==> config.mk <==
export PLATFORM = sky130hd
export DESIGN_NAME = sgpio_chain
export DESIGN_NICKNAME = d
export VERILOG_FILES = /design/src/rtl/sgpio_pkg.sv /design/src/rtl/sgpio_cfg_store.sv /design/src/rtl/sgpio_port_scan.sv /design/src/rtl/sgpio_capture.sv /design/src/rtl/sgpio_chain.sv
export SDC_FILE = /design/constraint.sdc
export NUM_CORES = 1
export LEC_CHECK = 0
export BUFFER_PORTS_ARGS = -buffer_cell sky130_fd_sc_hd__buf_2
export CORE_ASPECT_RATIO = 0.8
export CORE_UTILIZATION = 65
export DETAILED_ROUTE_END_ITERATION = 8
export PLACE_DENSITY_LB_ADDON = 0.25
export SKIP_CTS_REPAIR_TIMING = 1
export SYNTH_ARGS = -nofsm -noshare
export SYNTH_HDL_FRONTEND = slang
export SYNTH_SLANG_ARGS = --single-unit
==> constraint.sdc <==
create_clock -name clk -period 7.55 [get_ports clk]
set_clock_uncertainty 0.1 [all_clocks]
set_input_delay 1.51 -clock clk [delete_from_list [all_inputs] [get_ports clk]]
set_output_delay 1.51 -clock clk [all_outputs]
set_load 0.03 [all_outputs]
==> src/rtl/sgpio_pkg.sv <==
package sgpio_pkg;
  localparam int unsigned SG_FLDW = 3;

  typedef enum logic [1:0] {
    ST_IDLE  = 2'd0,
    ST_SHIFT = 2'd1,
    ST_LOAD  = 2'd2
  } sg_state_e;
endpackage

==> src/rtl/sgpio_cfg_store.sv <==
module sgpio_cfg_store #(
  parameter int unsigned NPORTS = 32,
  parameter int unsigned PW     = 5,
  parameter int unsigned BW     = 2,
  parameter int unsigned CFGW   = 12
) (
  input  logic            clk,
  input  logic            rst_n,
  input  logic            wr_en,
  input  logic [PW-1:0]   wr_port,
  input  logic [CFGW-1:0] wr_data,
  input  logic [PW-1:0]   rd_port,
  input  logic [BW-1:0]   rd_bit,
  output logic            rd_val
);
  import sgpio_pkg::*;

  logic [NPORTS*CFGW-1:0] words_flat;
  logic [CFGW-1:0]        sel_word;

  for (genvar g = 0; g < NPORTS; g++) begin : g_port
    logic [CFGW-1:0] word_q;
    always_ff @(posedge clk or negedge rst_n) begin
      if (!rst_n)
        word_q <= '0;
      else if (wr_en && (wr_port == PW'(g)))
        word_q <= wr_data;
    end
    assign words_flat[g*CFGW +: CFGW] = word_q;
  end

  always_comb begin
    sel_word = words_flat[int'(rd_port)*CFGW +: CFGW];
    rd_val   = sel_word[int'(rd_bit)*SG_FLDW];
  end
endmodule

==> src/rtl/sgpio_port_scan.sv <==
module sgpio_port_scan #(
  parameter int unsigned NPORTS = 32,
  parameter int unsigned PW     = 5
) (
  input  logic [NPORTS-1:0] mask,
  input  logic [PW-1:0]     cur,
  input  logic              from_start,
  output logic              found,
  output logic [PW-1:0]     next
);
  always_comb begin
    found = 1'b0;
    next  = '0;
    for (int p = NPORTS - 1; p >= 0; p--) begin
      if (mask[p] && (from_start || (PW'(p) > cur))) begin
        found = 1'b1;
        next  = PW'(p);
      end
    end
  end
endmodule

==> src/rtl/sgpio_capture.sv <==
module sgpio_capture #(
  parameter int unsigned NPORTS  = 32,
  parameter int unsigned MAXBITS = 4,
  parameter int unsigned PW      = 5,
  parameter int unsigned BW      = 2
) (
  input  logic                      clk,
  input  logic                      rst_n,
  input  logic                      clr,
  input  logic                      cap,
  input  logic [PW-1:0]             cap_port,
  input  logic [BW-1:0]             cap_bit,
  input  logic                      din,
  input  logic                      commit,
  output logic [MAXBITS*NPORTS-1:0] words
);
  logic [MAXBITS*NPORTS-1:0] shadow_q;

  always_ff @(posedge clk or negedge rst_n) begin
    if (!rst_n)
      shadow_q <= '0;
    else if (clr)
      shadow_q <= '0;
    else if (cap)
      shadow_q[int'(cap_bit)*NPORTS + int'(cap_port)] <= din;
  end

  always_ff @(posedge clk or negedge rst_n) begin
    if (!rst_n)
      words <= '0;
    else if (commit)
      words <= shadow_q;
  end
endmodule

==> src/rtl/sgpio_chain.sv <==
module sgpio_chain #(
  parameter int unsigned NPORTS  = 32,
  parameter int unsigned MAXBITS = 4,
  parameter int unsigned DIVW    = 12,
  parameter int unsigned PW      = $clog2(NPORTS),
  parameter int unsigned BW      = $clog2(MAXBITS),
  parameter int unsigned CFGW    = MAXBITS * 3
) (
  input  logic                      clk,
  input  logic                      rst_n,
  input  logic [BW-1:0]             cfg_width,
  input  logic [DIVW-1:0]           cfg_div,
  input  logic                      cfg_repeat,
  input  logic [NPORTS-1:0]         cfg_port_ena,
  input  logic                      frame_start,
  input  logic                      ocfg_we,
  input  logic [PW-1:0]             ocfg_port,
  input  logic [CFGW-1:0]           ocfg_data,
  output logic                      sio_clk,
  output logic                      sio_dout,
  output logic                      sio_ld,
  input  logic                      sio_din,
  output logic [MAXBITS*NPORTS-1:0] in_words
);
  import sgpio_pkg::*;

  localparam logic [DIVW-1:0] MIN_RATIO = DIVW'(2);

  sg_state_e         st_q;
  logic [PW-1:0]     port_q;
  logic [BW-1:0]     bit_q;
  logic [BW-1:0]     w_q;
  logic [DIVW-1:0]   ph_q;
  logic [DIVW-1:0]   r_q;
  logic [NPORTS-1:0] mask_q;

  logic              ena_any;
  logic              ph_end;
  logic              launch;
  logic [DIVW-1:0]   r_new;
  logic [NPORTS-1:0] scan_mask;
  logic              scan_from_start;
  logic              scan_found;
  logic [PW-1:0]     scan_next;
  logic              cfg_bit;

  assign ena_any = |cfg_port_ena;
  assign ph_end  = (ph_q == (r_q - DIVW'(1)));
  assign r_new   = (cfg_div < MIN_RATIO) ? MIN_RATIO : cfg_div;
  assign launch  = ena_any &&
                   (((st_q == ST_IDLE) && (cfg_repeat || frame_start)) ||
                    ((st_q == ST_LOAD) && ph_end && cfg_repeat));

  assign scan_mask       = (st_q == ST_SHIFT) ? mask_q : cfg_port_ena;
  assign scan_from_start = (st_q != ST_SHIFT);

  sgpio_port_scan #(.NPORTS(NPORTS), .PW(PW)) u_scan (
    .mask       (scan_mask),
    .cur        (port_q),
    .from_start (scan_from_start),
    .found      (scan_found),
    .next       (scan_next)
  );

  sgpio_cfg_store #(.NPORTS(NPORTS), .PW(PW), .BW(BW), .CFGW(CFGW)) u_store (
    .clk     (clk),
    .rst_n   (rst_n),
    .wr_en   (ocfg_we),
    .wr_port (ocfg_port),
    .wr_data (ocfg_data),
    .rd_port (port_q),
    .rd_bit  (bit_q),
    .rd_val  (cfg_bit)
  );

  sgpio_capture #(.NPORTS(NPORTS), .MAXBITS(MAXBITS), .PW(PW), .BW(BW)) u_cap (
    .clk      (clk),
    .rst_n    (rst_n),
    .clr      (launch),
    .cap      ((st_q == ST_SHIFT) && ph_end),
    .cap_port (port_q),
    .cap_bit  (bit_q),
    .din      (sio_din),
    .commit   ((st_q == ST_LOAD) && ph_end),
    .words    (in_words)
  );

  always_ff @(posedge clk or negedge rst_n) begin
    if (!rst_n) begin
      st_q   <= ST_IDLE;
      port_q <= '0;
      bit_q  <= '0;
      w_q    <= '0;
      ph_q   <= '0;
      r_q    <= MIN_RATIO;
      mask_q <= '0;
    end else begin
      if (launch) begin
        st_q   <= ST_SHIFT;
        port_q <= scan_next;
        bit_q  <= '0;
        ph_q   <= '0;
        w_q    <= cfg_width;
        r_q    <= r_new;
        mask_q <= cfg_port_ena;
      end else begin
        case (st_q)
          ST_IDLE: ph_q <= '0;
          ST_SHIFT: begin
            if (ph_end) begin
              ph_q <= '0;
              if (bit_q == w_q) begin
                bit_q <= '0;
                if (scan_found)
                  port_q <= scan_next;
                else
                  st_q <= ST_LOAD;
              end else begin
                bit_q <= bit_q + BW'(1);
              end
            end else begin
              ph_q <= ph_q + DIVW'(1);
            end
          end
          ST_LOAD: begin
            if (ph_end) begin
              ph_q <= '0;
              st_q <= ST_IDLE;
            end else begin
              ph_q <= ph_q + DIVW'(1);
            end
          end
          default: st_q <= ST_IDLE;
        endcase
      end
    end
  end

  assign sio_clk  = (st_q == ST_SHIFT) && (ph_q >= (r_q >> 1));
  assign sio_ld   = (st_q == ST_LOAD);
  assign sio_dout = (st_q == ST_SHIFT) && cfg_bit;
endmodule

**After elaboration in Yosys (flattened, before gate mapping)**

Cells that the tools add are included.

- Bits in registers: 707
- Bits of input ports: 69
- Output and inout port bits: 131
- Logic and storage cells: 336

- $add $sub $neg: 4
- $mul: 2
- Magnitude comparators: 37
- Equal/unequal tests: 41
- Shift-type cells: 1
- Mux-type cells: 91
- Reduce and logical (&&, ||, !) cells: 119

Operators with widths:

| kind | number |
|---|---|
| $shiftx 384x10->12 | 1 |
| $mux 128 | 2 |
| $mux 5 | 37 |
| $bwmux 128 | 1 |
| $eq 5x5->1 const B | 16 |
| $gt 5x5->1 const A | 16 |
| $logic_and 1x1->1 | 72 |
| $eq 5x4->1 const B | 8 |
| $gt 4x5->1 const A | 8 |
| $mux 12 | 3 |
| $logic_or 1x1->1 | 34 |
| $mux 1 | 34 |
| $ge 32x1->1 const B | 1 |
| $lt 32x8->1 const B | 1 |
| $mux 32 | 1 |
| $reduce_or 32->1 | 1 |
| $pmux 12 s2 | 1 |
| $eq 5x3->1 const B | 4 |
| $gt 3x5->1 const A | 4 |
| $mux 2 | 9 |
| $add 12x1->12 const B | 1 |
| $eq 12x12->1 | 1 |
| $ge 12x11->1 | 1 |
| $lt 12x2->1 const B | 1 |
| other kinds (29) | 37 |

**Longest topological paths before layout**

- Depth after elaboration: 40
- Gate-level depth with buffers: 13
- Depth with buffers taken out: 10

**Hierarchy**

A second synthesis with hierarchy kept.

- Cells, all modules: 2599
- Area, all modules: 34272.9 um^2

Modules (own cells, without submodules):

| module | times used | cells each | area an instance (um^2) | sequential area each (um^2) |
|---|---|---|---|---|
| sgpio_cfg_store | 1 | 1166 | 17877.1 | 9609.2 |
| sgpio_capture | 1 | 865 | 11150.7 | 6406.1 |
| sgpio_chain | 1 | 395 | 4124.0 | 1677.9 |
| sgpio_port_scan | 1 | 173 | 1121.1 | 0.0 |

**Least setup slack after synthesis**

OpenSTA, ideal clock, no wires.

- Kind: flip-flop to output port
- From: register port_q[3]
- To: output port sio_dout
- Arrival: 2.953 ns
- Slack: 2.987 ns
- Cell stages (with the launch flop): 13
- Path buffers: 6
- Path through: dfrtp_1 buf_2 buf_2 buf_1 buf_1 clkbuf_1 clkbuf_1 nand3_1 o211ai_1 o22ai_1 nor3_1 o21ai_0 a21oi_1

- Cells in the longest elaborated chain, start to end: 5

RTL lines:

| element | line | source |
|---|---|---|
| from (decl) | sgpio_chain.sv:30 | `logic [PW-1:0] port_q;` |
| from (signal assigned) | sgpio_chain.sv:100 | `port_q <= scan_next;` |
| from (signal assigned) | sgpio_chain.sv:115 | `port_q <= scan_next;` |
| $mul 5x2->7 | sgpio_cfg_store.sv:33 | `sel_word = words_flat[int'(rd_port)*CFGW +: CFGW];` |
| $shiftx 384x10->12 | sgpio_cfg_store.sv:33 |  |
| $bmux 1 s4 | sgpio_cfg_store.sv:34 | `rd_val = sel_word[int'(rd_bit)*SG_FLDW];` |
| $mux 1 (not written as such) | sgpio_cfg_store.sv:34 |  |
| $logic_and 1x1->1 | sgpio_chain.sv:141 | `assign sio_dout = (st_q == ST_SHIFT) && cfg_bit;` |
| to (decl) | sgpio_chain.sv:20 | `output logic sio_dout,` |

Every way passes these cells. The select of a mux whose other input is x is not followed.

**Final worst setup path**

- From: register bit_q[0]
- To: output port sio_dout

- Cells in the longest elaborated chain, start to end: 4

RTL lines:

| element | line | source |
|---|---|---|
| from (decl) | sgpio_chain.sv:31 | `logic [BW-1:0] bit_q;` |
| from (signal assigned) | sgpio_chain.sv:119 | `bit_q <= bit_q + BW'(1);` |
| $mul 2x2->4 | sgpio_cfg_store.sv:34 |  |
| $bmux 1 s4 | sgpio_cfg_store.sv:34 |  |
| $mux 1 (not written as such) | sgpio_cfg_store.sv:34 |  |
| $logic_and 1x1->1 | sgpio_chain.sv:141 |  |

Every way passes these cells. The select of a mux whose other input is x is not followed.

==> key figures <==
Outcome
  – Status: finished, violations left
  – Failing checks: antenna violations

Yosys
  – Cells after Synth: 2657
  – Ys flop type: dfrtp_1
  – Mapped Area: 33200 um2
  – Synth top area share: 53.1%
  – Seq/Total Area, Yosys: 53.2%
  – Post-synth top area cell: dfrtp_1
  – Largest cells by area after synthesis: dfrtp_1, mux2_2, mux4_2
  – YS warnings: 0
  – Yosys reg bits: 706
  – Asr flop ratio synth: 100%
  – Post-synth cell types: 71
  – Synth Net Count: 2746
  – Mapped Avg Cell Area: 12.5 um2
  – Number of synthesized flops with an enable pin: 0

Global route
  – Largest net degree at the start of global routing: 185
  – GRT Total Usage: 34.7%
  – GR Overflow Total: 0
  – Vias in the first global route: 23000
  – Antenna violations before repair: 4
  – First-pass GRT wire length: 136 mm

Clock tree
  – Depth of the CTS H-tree: 3
  – CTS Buf Count: 69
  – CTS sink cnt: 706
  – CTS tree: done
  – Skew-Pair Late Insertion Delay: 0.61 ns
  – Worst-path clk slew: 0.06 ns
  – CTS max path bufs: 3
  – Root Buffer: clkbuf_16

Setup path
  – Reg2reg setup slack: 2.92 ns
  – Worst Setup SP: bit_q[0]
  – Reg2reg start: r_q[3]
  – Top delay family on crit path: buffers and inverters
  – CP endpoint: sio_dout
  – CP Cell Sequence: inv_1 -> ha_1 -> inv_2 -> mux2i_1 -> mux4_2 -> nor3_1 -> a211oi_1 -> a211oi_1 -> o21ai_0 -> a21oi_1 -> buf_2
  – WP depth: 11
  – Crit Path Max Fanout: 18
  – Startpoint Class: flop
  – WP buf/inv: 3
  – Critical Path End Type: output pin
  – Worst setup path class: flop to output pin
  – Reg2reg path depth: 8
  – Worst EP required: 5.94 ns
  – Arrival time at the worst endpoint: 4.78 ns
  – Slowest cell on the critical path: ha_1
  – Critical Path Max Stage Delay: 0.73 ns
  – Most used cell, CP: a211oi_1
  – Reg-to-reg endpoint: u_cap.words[81]

Floorplan
  – Die area: 52000 um2
  – Core area: 50100 um2
  – I/O Pins: 200
  – Site Rows: 73
  – Initial Util: 66.4%
  – Die W: 255 um
  – Die H: 204 um

Detailed routing
  – DRT met1 WL: 37.5 mm
  – Met3 wire length: 8.15 mm
  – Wire per inst: 25.2 um
  – Routed wire length: 88.0 mm
  – Drt drc: 0
  – DR vias: 22900
  – DR pass1 iterations: 7
  – Met2 WL: 40.2 mm
  – DR iter-0 viols: 2491
  – Via/cell ratio: 6.55
  – DR top layer: met5
  – DRT antenna net count: 1

Pwr
  – Leak: 18.2 nW
  – PwrDens: 242 nW/um2
  – Total design power: 0.00897 W
  – Maximum VDD drop: 0.000184 V

Timing
  – Actual slew at the worst max-slew pin: 1.19 ns
  – Final Slew Violations: 0
  – Final Setup Violations: 0
  – Hold Fails Final Rpt: 0
  – Final period utilization: 84.6%
  – Max Freq: 0.157 GHz
  – Final worst path period need: 6.39 ns
  – Slew margin rel.: 20.0%
  – RSZ-0062 raised after global routing: false
  – TNS Setup: 0 ns

Flow run
  – Maxcap violations: 0

Finish
  – Ratio of cells with drive above 1 in the final layout: 35.2%
  – Reg area: 17700 um2
  – Fillers: 3186
  – Footprint of the multi-input gates: 14600 um2
  – Layout net count: 2848
  – Area Overhead vs Synth: 11.7%

Place
  – DP HPWL: 55.8 mm
  – Port Buffer Count: 199
  – RD Place Congestion: 0.948

Worst hold path
  – Hold Path Class: flop to flop
logic make-up (layout without fill, tap and decap cells):
group / after synthesis / count (layout) / synth area share (%)
AOI/OAI and AO/OA: 221 / 221 / 4.55
xor gates and xnor gates: 16 / 16 / 0.422
adders and majority gates: 20 / 20 / 0.753
buffers and inverters: 256 / 411 / 3.13
DFF: 706 / 706 / 53.2
muxes: 769 / 769 / 28.4
other: 0 / 7 / 0
and+or+nand+nor: 669 / 669 / 9.49
synth_stat cells, types with 8 or more instances:
| library cell | n |
|---|---|
| a31oi_1 | 12 |
| dfrtp_1 | 705 |
| buf_1 | 17 |
| nand3_1 | 146 |
| or3_1 | 10 |
| a21oi_1 | 40 |
| a22oi_1 | 19 |
| nand2b_1 | 9 |
| xor2_1 | 9 |
| mux4_2 | 88 |
| o211ai_1 | 8 |
| nor4_1 | 14 |
| buf_2 | 52 |
| nor2b_1 | 22 |
| clkbuf_1 | 144 |
| mux2i_1 | 164 |
| mux2_2 | 517 |
| ha_1 | 20 |
| o21ai_0 | 49 |
| nor3b_1 | 8 |
| and3_1 | 18 |
| a211oi_1 | 8 |
| inv_1 | 34 |
| a221oi_1 | 8 |
| nand2_1 | 155 |
| nand4_1 | 29 |
| nor2_1 | 192 |
| nor3_1 | 38 |
worst min-delay path, delay by kind of cell, from the launching register on:
kind             cells  cell delay, ns
flip-flops           1            0.34
AND/OR/NAND/NOR      2            0.12
per-layer routing:
layer	vias to the layer above	track usage, %
li1	9785	-
met1	11900	51.1
met2	979	51.1
met3	160	9.45
met4	2	9.50
met5	-	0
per-stage QoR:
stage | area, um2 | cells | util (%) | setup slack, ns | hold slack, ns
2_1_floorplan | 33200 | 2657 | - | 2.99 | 0.338
3_3_place_gp | 34700 | 3363 | 69.3 | 2.03 | 0.351
3_5_place_dp | 34700 | 3363 | 69.3 | 1.95 | 0.363
4_1_cts | 37100 | 3487 | 74.1 | 1.28 | 0.383
5_1_grt | 37100 | 3488 | 74.1 | 0.957 | 0.398
6_report | 37100 | 3494 | 74.1 | 1.16 | 0.385
area by class of cell:
class / instances / area share, %
Tap cell: 675 / 2.28
Clock inverter: 21 / 0.833
Timing Repair Buffer: 250 / 3.95
Inverter: 37 / 0.374
Antenna cell: 7 / 0.0472
Multi-Input combinational cell: 1695 / 39.3
Sequential cell: 706 / 47.6
Clock buffer: 103 / 5.62
state kept, by name, summed over array words and instances, names as in the netlist:
signal,cells
mask_q,31
port_q,5
r_q,12
w_q,2
u_cap.words,128
u_store.g_port.word_q,384
bit_q,2
ph_q,12
st_q,2
u_cap.shadow_q,128
power breakdown:
part	switching, W	internal [W]
sequential	0.000239	0.00422
clock	0.00148	0.00216
combinational	0.000387	0.000484
total	0.00211	0.00686
layout by cell type (no fill, tap or decap), drive strengths merged, types with 8 or more instances in the layout:
| cell | netlist | layout |
|---|---|---|
| mux2i | 164 | 164 |
| a221oi | 8 | 8 |
| nor3b | 8 | 8 |
| nand2 | 155 | 155 |
| o211ai | 8 | 8 |
| nor4 | 16 | 16 |
| mux2 | 517 | 517 |
| a21oi | 40 | 40 |
| ha | 20 | 20 |
| xor2 | 9 | 9 |
| or3 | 10 | 10 |
| nor2 | 192 | 192 |
| nand2b | 9 | 9 |
| a211oi | 8 | 8 |
| nor3 | 38 | 38 |
| o21ai | 49 | 49 |
| buf | 72 | 250 |
| nand3 | 146 | 146 |
| a31oi | 12 | 12 |
| clkinv | 2 | 11 |
| nor2b | 22 | 22 |
| mux4 | 88 | 88 |
| dfrtp | 705 | 705 |
| clkbuf | 147 | 103 |
| a22oi | 19 | 19 |
| and3 | 18 | 18 |
| inv | 35 | 39 |
| nand4 | 29 | 29 |
worst min path at each step:
stage                     from         end  slack, ns  depth (start not counted)
finish              mask_q[25]  mask_q[25]       0.38                          2
global route        mask_q[22]  mask_q[22]       0.40                          2
CTS                  mask_q[8]   mask_q[8]       0.38                          2
detailed placement   mask_q[1]   mask_q[1]       0.36                          2
global placement    mask_q[19]  mask_q[19]       0.35                          2
floorplan            mask_q[1]   mask_q[1]       0.34                          2
Power figures use the tool's default switching activity.
